$ cat config.mk
export PLATFORM = sky130hd
export DESIGN_NAME = hyb5_gate_gen
export DESIGN_NICKNAME = d
export VERILOG_FILES = /design/src/rtl/hyb5_pkg.sv /design/src/rtl/hyb5_sine_rom.sv /design/src/rtl/hyb5_seg_decode.sv /design/src/rtl/hyb5_width_calc.sv /design/src/rtl/hyb5_switch_map.sv /design/src/rtl/hyb5_gate_gen.sv
export SDC_FILE = /design/constraint.sdc
export NUM_CORES = 1
export LEC_CHECK = 0
export ABC_AREA = 1
export BUFFER_PORTS_ARGS = -buffer_cell sky130_fd_sc_hd__buf_2
export CAP_MARGIN = 10
export CORE_ASPECT_RATIO = 1.1
export CORE_MARGIN = 4
export CORE_UTILIZATION = 67
export CTS_BUF_LIST = sky130_fd_sc_hd__clkbuf_8
export DETAILED_ROUTE_END_ITERATION = 8
export GPL_ROUTABILITY_DRIVEN = 0
export GPL_TIMING_DRIVEN = 0
export PLACE_DENSITY = 0.94
export SYNTH_ARGS = -nofsm -noshare
export SYNTH_HDL_FRONTEND = slang
export SYNTH_HIERARCHICAL = 1
export SYNTH_SLANG_ARGS = --single-unit
$ cat constraint.sdc
create_clock -name clk_i -period 3.4 [get_ports clk_i]
set_input_delay 0.51 -clock clk_i [delete_from_list [all_inputs] [get_ports clk_i]]
set_output_delay 0.51 -clock clk_i [all_outputs]
set_load 0.02 [all_outputs]
$ cat src/rtl/hyb5_pkg.sv
package hyb5_pkg;
  typedef struct packed {
    logic s1;
    logic s2;
    logic sa1;
    logic sa2;
    logic sa3;
    logic sa4;
  } gate_t;
endpackage

$ cat src/rtl/hyb5_sine_rom.sv
module hyb5_sine_rom #(
  parameter int IDX_W = 6,
  parameter int SIN_W = 10
) (
  input  logic [IDX_W-1:0] idx_i,
  output logic [SIN_W-1:0] sin_o
);
  localparam int N    = 1 << IDX_W;
  localparam int HALF = 4 * N;          // half turn in half-step units
  localparam longint FS = (longint'(1) << SIN_W) - 1;

  // rational sine approximation at the centre of each quarter-wave bin
  function automatic longint sin_pt(input int i);
    longint x, p, num, den;
    x   = 2 * i + 1;
    p   = x * (HALF - x);
    num = 16 * p * FS;
    den = 5 * longint'(HALF) * HALF - 4 * p;
    return (num + den / 2) / den;
  endfunction

  logic [SIN_W-1:0] tbl [N];

  for (genvar gi = 0; gi < N; gi++) begin : g_tbl
    assign tbl[gi] = SIN_W'(sin_pt(gi));
  end

  assign sin_o = tbl[idx_i];
endmodule

$ cat src/rtl/hyb5_seg_decode.sv
module hyb5_seg_decode #(
  parameter int ANG_W = 12,
  parameter int IDX_W = 6
) (
  input  logic [ANG_W-1:0] angle_i,
  output logic             leg_pos_o,
  output logic             window_o,
  output logic [IDX_W-1:0] sin_idx_o
);
  localparam int PW   = ANG_W - 1;
  localparam int QW   = ANG_W - 2;
  localparam int HALF = 1 << PW;
  localparam logic [PW-1:0] WIN_LO = PW'((HALF + 5) / 6);
  localparam logic [PW-1:0] WIN_HI = PW'((5 * HALF + 5) / 6);

  logic [PW-1:0] pos;
  logic [QW-1:0] q;

  assign pos       = angle_i[PW-1:0];
  assign leg_pos_o = ~angle_i[ANG_W-1];
  assign window_o  = (pos >= WIN_LO) && (pos < WIN_HI);
  // fold second quarter onto the first
  assign q         = pos[PW-1] ? ~pos[QW-1:0] : pos[QW-1:0];
  assign sin_idx_o = q[QW-1 -: IDX_W];
endmodule

$ cat src/rtl/hyb5_width_calc.sv
module hyb5_width_calc #(
  parameter int MA_W    = 8,
  parameter int SIN_W   = 10,
  parameter int CAR_CYC = 20000,
  parameter int CW      = 15
) (
  input  logic [SIN_W-1:0] sin_i,
  input  logic [MA_W-1:0]  ma_i,
  input  logic             window_i,
  output logic [CW-1:0]    width_o
);
  localparam int FB = MA_W + SIN_W;
  localparam int WW = FB + CW + 1;
  localparam logic [FB:0] ONE = (FB+1)'(1) << FB;

  logic [FB-1:0] prod;
  logic [FB:0]   twice;
  logic [FB:0]   ctrl;
  logic [WW-1:0] wide;

  assign prod  = FB'(ma_i) * FB'(sin_i);
  assign twice = {prod, 1'b0};

  always_comb begin
    if (window_i) ctrl = (twice > ONE) ? twice - ONE : '0;
    else          ctrl = (twice < ONE) ? ONE - twice : '0;
  end

  assign wide    = WW'(ctrl) * WW'(CAR_CYC);
  assign width_o = wide[FB +: CW];
endmodule

$ cat src/rtl/hyb5_switch_map.sv
module hyb5_switch_map
  import hyb5_pkg::*;
(
  input  logic  leg_pos_i,
  input  logic  window_i,
  input  logic  pwm_i,
  output gate_t gates_o
);
  logic up_ctx;   // bridge toggles between +half and zero

  assign up_ctx      = ~(leg_pos_i ^ window_i);
  assign gates_o.s1  = leg_pos_i;
  assign gates_o.s2  = ~leg_pos_i;
  assign gates_o.sa1 = up_ctx;
  assign gates_o.sa2 = ~up_ctx;
  assign gates_o.sa3 = up_ctx ^ pwm_i;
  assign gates_o.sa4 = ~(up_ctx ^ pwm_i);
endmodule

$ cat src/rtl/hyb5_gate_gen.sv
module hyb5_gate_gen
  import hyb5_pkg::*;
#(
  parameter int ANG_W   = 12,
  parameter int MA_W    = 8,
  parameter int CAR_CYC = 20000,
  parameter int IDX_W   = 6,
  parameter int SIN_W   = 10
) (
  input  logic             clk_i,
  input  logic             rst_ni,
  input  logic [ANG_W-1:0] angle_i,
  input  logic [MA_W-1:0]  ma_i,
  output logic             s1_o,
  output logic             s2_o,
  output logic             sa1_o,
  output logic             sa2_o,
  output logic             sa3_o,
  output logic             sa4_o
);
  localparam int CW = $clog2(CAR_CYC + 1);
  localparam logic [CW-1:0] LAST = CW'(CAR_CYC - 1);

  logic [CW-1:0]    cnt_q, cnt_d, width_q, width_d, width_new;
  logic             pos_q, pos_d, win_q, win_d, pos_new, win_new, pwm_d;
  logic             load;
  logic [IDX_W-1:0] sin_idx;
  logic [SIN_W-1:0] sin_val;
  gate_t            gates_d, gates_q;

  hyb5_seg_decode #(.ANG_W(ANG_W), .IDX_W(IDX_W)) u_seg (
    .angle_i  (angle_i),
    .leg_pos_o(pos_new),
    .window_o (win_new),
    .sin_idx_o(sin_idx)
  );

  hyb5_sine_rom #(.IDX_W(IDX_W), .SIN_W(SIN_W)) u_rom (
    .idx_i(sin_idx),
    .sin_o(sin_val)
  );

  hyb5_width_calc #(.MA_W(MA_W), .SIN_W(SIN_W), .CAR_CYC(CAR_CYC), .CW(CW)) u_wid (
    .sin_i   (sin_val),
    .ma_i    (ma_i),
    .window_i(win_new),
    .width_o (width_new)
  );

  assign load    = (cnt_q == LAST);
  assign cnt_d   = load ? '0 : cnt_q + 1'b1;
  assign pos_d   = load ? pos_new   : pos_q;
  assign win_d   = load ? win_new   : win_q;
  assign width_d = load ? width_new : width_q;
  assign pwm_d   = (cnt_d < width_d);

  hyb5_switch_map u_map (
    .leg_pos_i(pos_d),
    .window_i (win_d),
    .pwm_i    (pwm_d),
    .gates_o  (gates_d)
  );

  always_ff @(posedge clk_i or negedge rst_ni) begin
    if (!rst_ni) begin
      cnt_q   <= LAST;   // first edge after reset samples the inputs
      pos_q   <= 1'b0;
      win_q   <= 1'b0;
      width_q <= '0;
      gates_q <= '0;
    end else begin
      cnt_q   <= cnt_d;
      pos_q   <= pos_d;
      win_q   <= win_d;
      width_q <= width_d;
      gates_q <= gates_d;
    end
  end

  assign s1_o  = gates_q.s1;
  assign s2_o  = gates_q.s2;
  assign sa1_o = gates_q.sa1;
  assign sa2_o = gates_q.sa2;
  assign sa3_o = gates_q.sa3;
  assign sa4_o = gates_q.sa4;
endmodule

==> results of run 1 <==
cell families after synthesis:
logic type | share of synthesized area
AND/OR/NAND/NOR | 0.282
buffers and inverters | 0.155
adder cells (fa/ha/maj) | 0.345
AO/OA/AOI/OAI | 0.0822
XOR/XNOR | 0.0390
flip-flops | 0.0970
through the flow:
stage,utilization,std cells,hold WS (ns)
after CTS,0.825,1774,0.338
after detailed placement,0.738,1702,0.463
after global placement,0.738,1702,0.455
after floorplan,-,1491,0.214
repair_timing:
action	in CTS
gates resized for setup	151
setup buffers	64
endpoints found under the hold margin	0
pin swaps	72
gates cloned	1
setup endpoints to repair	17
synth_stat cells (all sizes together) (16+ instances only):
master  instances
buf            18
o21ai          36
xor2           37
a21oi          64
clkbuf         17
inv           354
dfrtp          29
nand2         441
fa             76
nor3           16
ha            152
nand3          83
nor2           86
metal layers:
| metal | GRT overflow | GRT usage |
|---|---|---|
| met4 | 33 | 0.724 |
| met5 | 0 | 0.219 |
| met2 | 32 | 0.885 |
| met1 | 1 | 0.693 |
| met3 | 3 | 0.558 |
==> summary.txt, run 1 <==
cts hold-fix bufs = 0
post-synth top area share = 0.192
Seq/Total Area, Yosys = 0.0970
Placement Setup Slack = -8.18 ns
Fail Step = global routing (5_1_grt)
hpwl dp = 19600 microns
post-synth net total = 1741
flops & latches, synth = 38
Mapped Cells = 1491
Avg Cell Area, Syn = 6.65 sq um
port bufs = 19
I/O pins = 28
Max Buffers Root-to-Sink = 2
worst endpoint type = register data pin
Most used DFF post-synth = dfrtp_1
Warnings, synthesis = 6
count of cell types in the netlist = 50
Log Error = [ERROR GRT-0232] Routing congestion too high. Check the congestion heatmap in the GUI.
Post-synth ARST share = 1.00
Yosys top cell by area = ha_1
outcome = did not finish
Clock Tree Root = clkbuf_8
most area-consuming cells after synthesis = ha_1 (19%), nand2_1 (16%), fa_1 (15%)
Num CTS Buffers = 5
Horiz. Die Dim = 124 microns
gr ovfl total = 69
EDFF count, synth = 0
CTS H-tree lvls = 2
GRT Util Overall = 0.712
Syn Std Cell Area = 9920 sq um
Die Y = 136 microns
Area after DPL = 10700 sq um
worst endpoint after global-route timing repair = sa3_o$_DFF_PN0_/D
CTS sink count = 38
cell row count = 46
Initial Util = 0.687
largest net degree at the start of global routing = 39
==> inputs of run 2 (changes only) <==
--- a/config.mk
+++ b/config.mk
@@ -8,14 +8,12 @@
 export ABC_AREA = 1
 export BUFFER_PORTS_ARGS = -buffer_cell sky130_fd_sc_hd__buf_2
 export CAP_MARGIN = 10
-export CORE_ASPECT_RATIO = 1.1
 export CORE_MARGIN = 4
-export CORE_UTILIZATION = 67
-export CTS_BUF_LIST = sky130_fd_sc_hd__clkbuf_8
+export CORE_UTILIZATION = 40
 export DETAILED_ROUTE_END_ITERATION = 8
 export GPL_ROUTABILITY_DRIVEN = 0
 export GPL_TIMING_DRIVEN = 0
-export PLACE_DENSITY = 0.94
+export PLACE_DENSITY_LB_ADDON = 0.15
 export SYNTH_ARGS = -nofsm -noshare
 export SYNTH_HDL_FRONTEND = slang
 export SYNTH_HIERARCHICAL = 1
==> summary.txt, run 2 <==
outcome = finished with violations
failing checks = setup timing
Num CTS Buffers = 5 (unchanged)
worst-path maximum fanout = 8
f_max = 0.0948 GHz
Worst Hold Class = in -> async
crit path time final = 10.55 ns
most common cell after layout, fill and taps aside = nand2_1
largest registers = cnt_q (15), width_q (15)
GRT Util Overall = 0.185
final worst setup slack = -7.15 ns
First-pass DRT Iterations = 4
Max-Cap Viols = 0
slowest CP cell = fa_1
most frequent cell after synthesis = nand2_1
Clock Tree Root = clkbuf_16
drt via density = 4.80
final setup vio count = 17
hold_ws = 0.335 ns
global-route wire length before repair = 42700 microns
largest net degree at the start of global routing = 39
Vias = 9258
Mapped Cells = 1491 (unchanged)
Max Buffers Root-to-Sink = 2 (unchanged)
final hold vios = 0
CTS H-tree lvls = 2 (unchanged)
most frequent cells in the layout = nand2_1 (360), inv_1 (297), ha_1 (111)
I/O pins = 28 (unchanged)
Std-Cell Core Area = 24400 sq um
CTS sink count = 38 (unchanged)
max-slew violation count = 0
post-route cell area = 12600 sq um
worst reg-to-reg path cell count = 15
post-synth net total = 1741 (unchanged)
Warnings, synthesis = 6 (unchanged)
WL per Instance = 12.6 microns
drt drc = 0
number of global-route vias before repair = 9444
layout net count = 1854
Seq/Total Area, Yosys = 0.0970 (unchanged)
Worst-path clk slew = 0.06 ns
startpoint types = primary input
CP Data Required Time = 3.57 ns
area of the multi-input gates = 8630 sq um
initial antenna violation count = 0
hpwl dp = 19400 microns (-1.3%)
drt total wl = 24300 microns
skew final = 0.00229 ns
post-synth top area share = 0.192 (unchanged)
Fillers = 2454
CTS tree = built
Post-synth ARST share = 1.00 (unchanged)
Area after DPL = 10800 sq um (+1.5%)
DP Cell Count = 1834 (+7.8%)
final cell count without fillers = 1929
die area = 27400 sq um
cell row count = 57 (+24%)
WP data arrival = 10.72 ns
critical path endpoint category = register
Syn Std Cell Area = 9920 sq um (unchanged)
P&R area growth vs syn = 27.0%
Most used DFF post-synth = dfrtp_1
Yosys top cell by area = ha_1
Initial Util = 0.407 (-0.280)
Detail Route Antenna Nets = 0
Post-synth top cells = nand2_1 (419), inv_1 (333), ha_1 (152)
cts hold-fix bufs = 0 (unchanged)
layout cells sized above 1 = 0.273
Slew HR = 0.437
CP peak stage delay = 0.53 ns
ant diodes = 0
port bufs = 19 (unchanged)
RSZ-0062 raised after global routing = yes
most area-consuming cells after synthesis = ha_1 (19%), nand2_1 (16%), fa_1 (15%)
Avg Cell Area, Syn = 6.65 sq um (unchanged)
clk_lat worst skew = 0.28 ns
Horiz. Die Dim = 165 microns (+33%)
gr ovfl total = 0
kind of critical path = in -> reg
count of cell types in the netlist = 50 (unchanged)
Sequential Area = 962 sq um
Die Y = 165 microns (+22%)
cell with the most instances on the worst path = nand2_1
EDFF count, synth = 0 (unchanged)
Detailed Route Iter0 Violations = 325
flops & latches, synth = 38 (unchanged)
Worst-Margin Slew = 0.845 ns
Final period util = 3.10
run 2: cell counts after synthesis:
Identical to the previous run, type by type.
run 2: area by class of cell:
type | instances | share of cell area
sequential | 38 | 0.0764
clock buffer | 7 | 0.0113
timing repair buffer | 109 | 0.0654
clock inverter | 1 | 0.000397
tap | 324 | 0.0322
buffer | 32 | 0.0199
multi-input combinational | 1060 | 0.685
inverter | 358 | 0.109
run 2: timing repair:
item / CTS / global route
buffers inserted: 78 / 12
gates resized for setup: 179 / 47
endpoints found under the setup margin: 17 / 17
pin swaps: 129 / 58
run 2: worst paths after layout:
| path | start | end | slack [ns] |
|---|---|---|---|
| min | rst_ni | width_q[3]$_DFF_PN0_ | 0.34 |
| max | angle_i[10] | sa4_o$_DFF_PN0_ | -7.15 |
| min in group clk_i | width_q[8]$_DFF_PN0_ | width_q[8]$_DFF_PN0_ | 0.48 |
| max in group asynchronous | rst_ni | sa2_o$_DFF_PN0_ | 2.53 |
| min reg2reg | width_q[8]$_DFF_PN0_ | width_q[8]$_DFF_PN0_ | 0.48 |
| max reg2reg | cnt_q[0]$_DFF_PN1_ | sa4_o$_DFF_PN0_ | 0.39 |
run 2: cells by family after synthesis:
logic type      Yosys count  share of synthesized area
simple gates            655                      0.282
flops                    38                     0.0970
fa+ha+maj               228                      0.345
xor+xnor                 42                     0.0390
compound gates          135                     0.0822
buf+inv                 393                      0.155
run 2: layer usage:
layer	vias up	track usage	share of wire
met2	119	0.331	0.50
met5	-	0	0
met3	38	0.0137	0.019
met4	0	0.0375	0.018
met1	4317	0.246	0.47
li1	4784	-	-
run 2: metrics by stage:
| step | setup TNS, ns | setup slack [ns] | utilization |
|---|---|---|---|
| CTS | -102.02 | -7.03 | 0.505 |
| global placement | -118.22 | -8.09 | 0.444 |
| floorplan | -97.51 | -6.70 | - |
| global route | -114.15 | -7.84 | 0.516 |
| finish | -104.58 | -7.15 | 0.516 |
| detailed placement | -118.85 | -8.12 | 0.444 |
run 2: worst max-delay path: cells and delay by family:
kind | cells | cell delay, ns
buffers and inverters | 20 | 1.77
XOR/XNOR | 2 | 0.38
AO/OA/AOI/OAI | 6 | 0.82
adder cells (fa/ha/maj) | 13 | 4.78
AND/OR/NAND/NOR | 29 | 2.46
Power of run 2 is not shown: default switching activity piles up to over one toggle a cycle in this logic, so the estimate is an artifact.
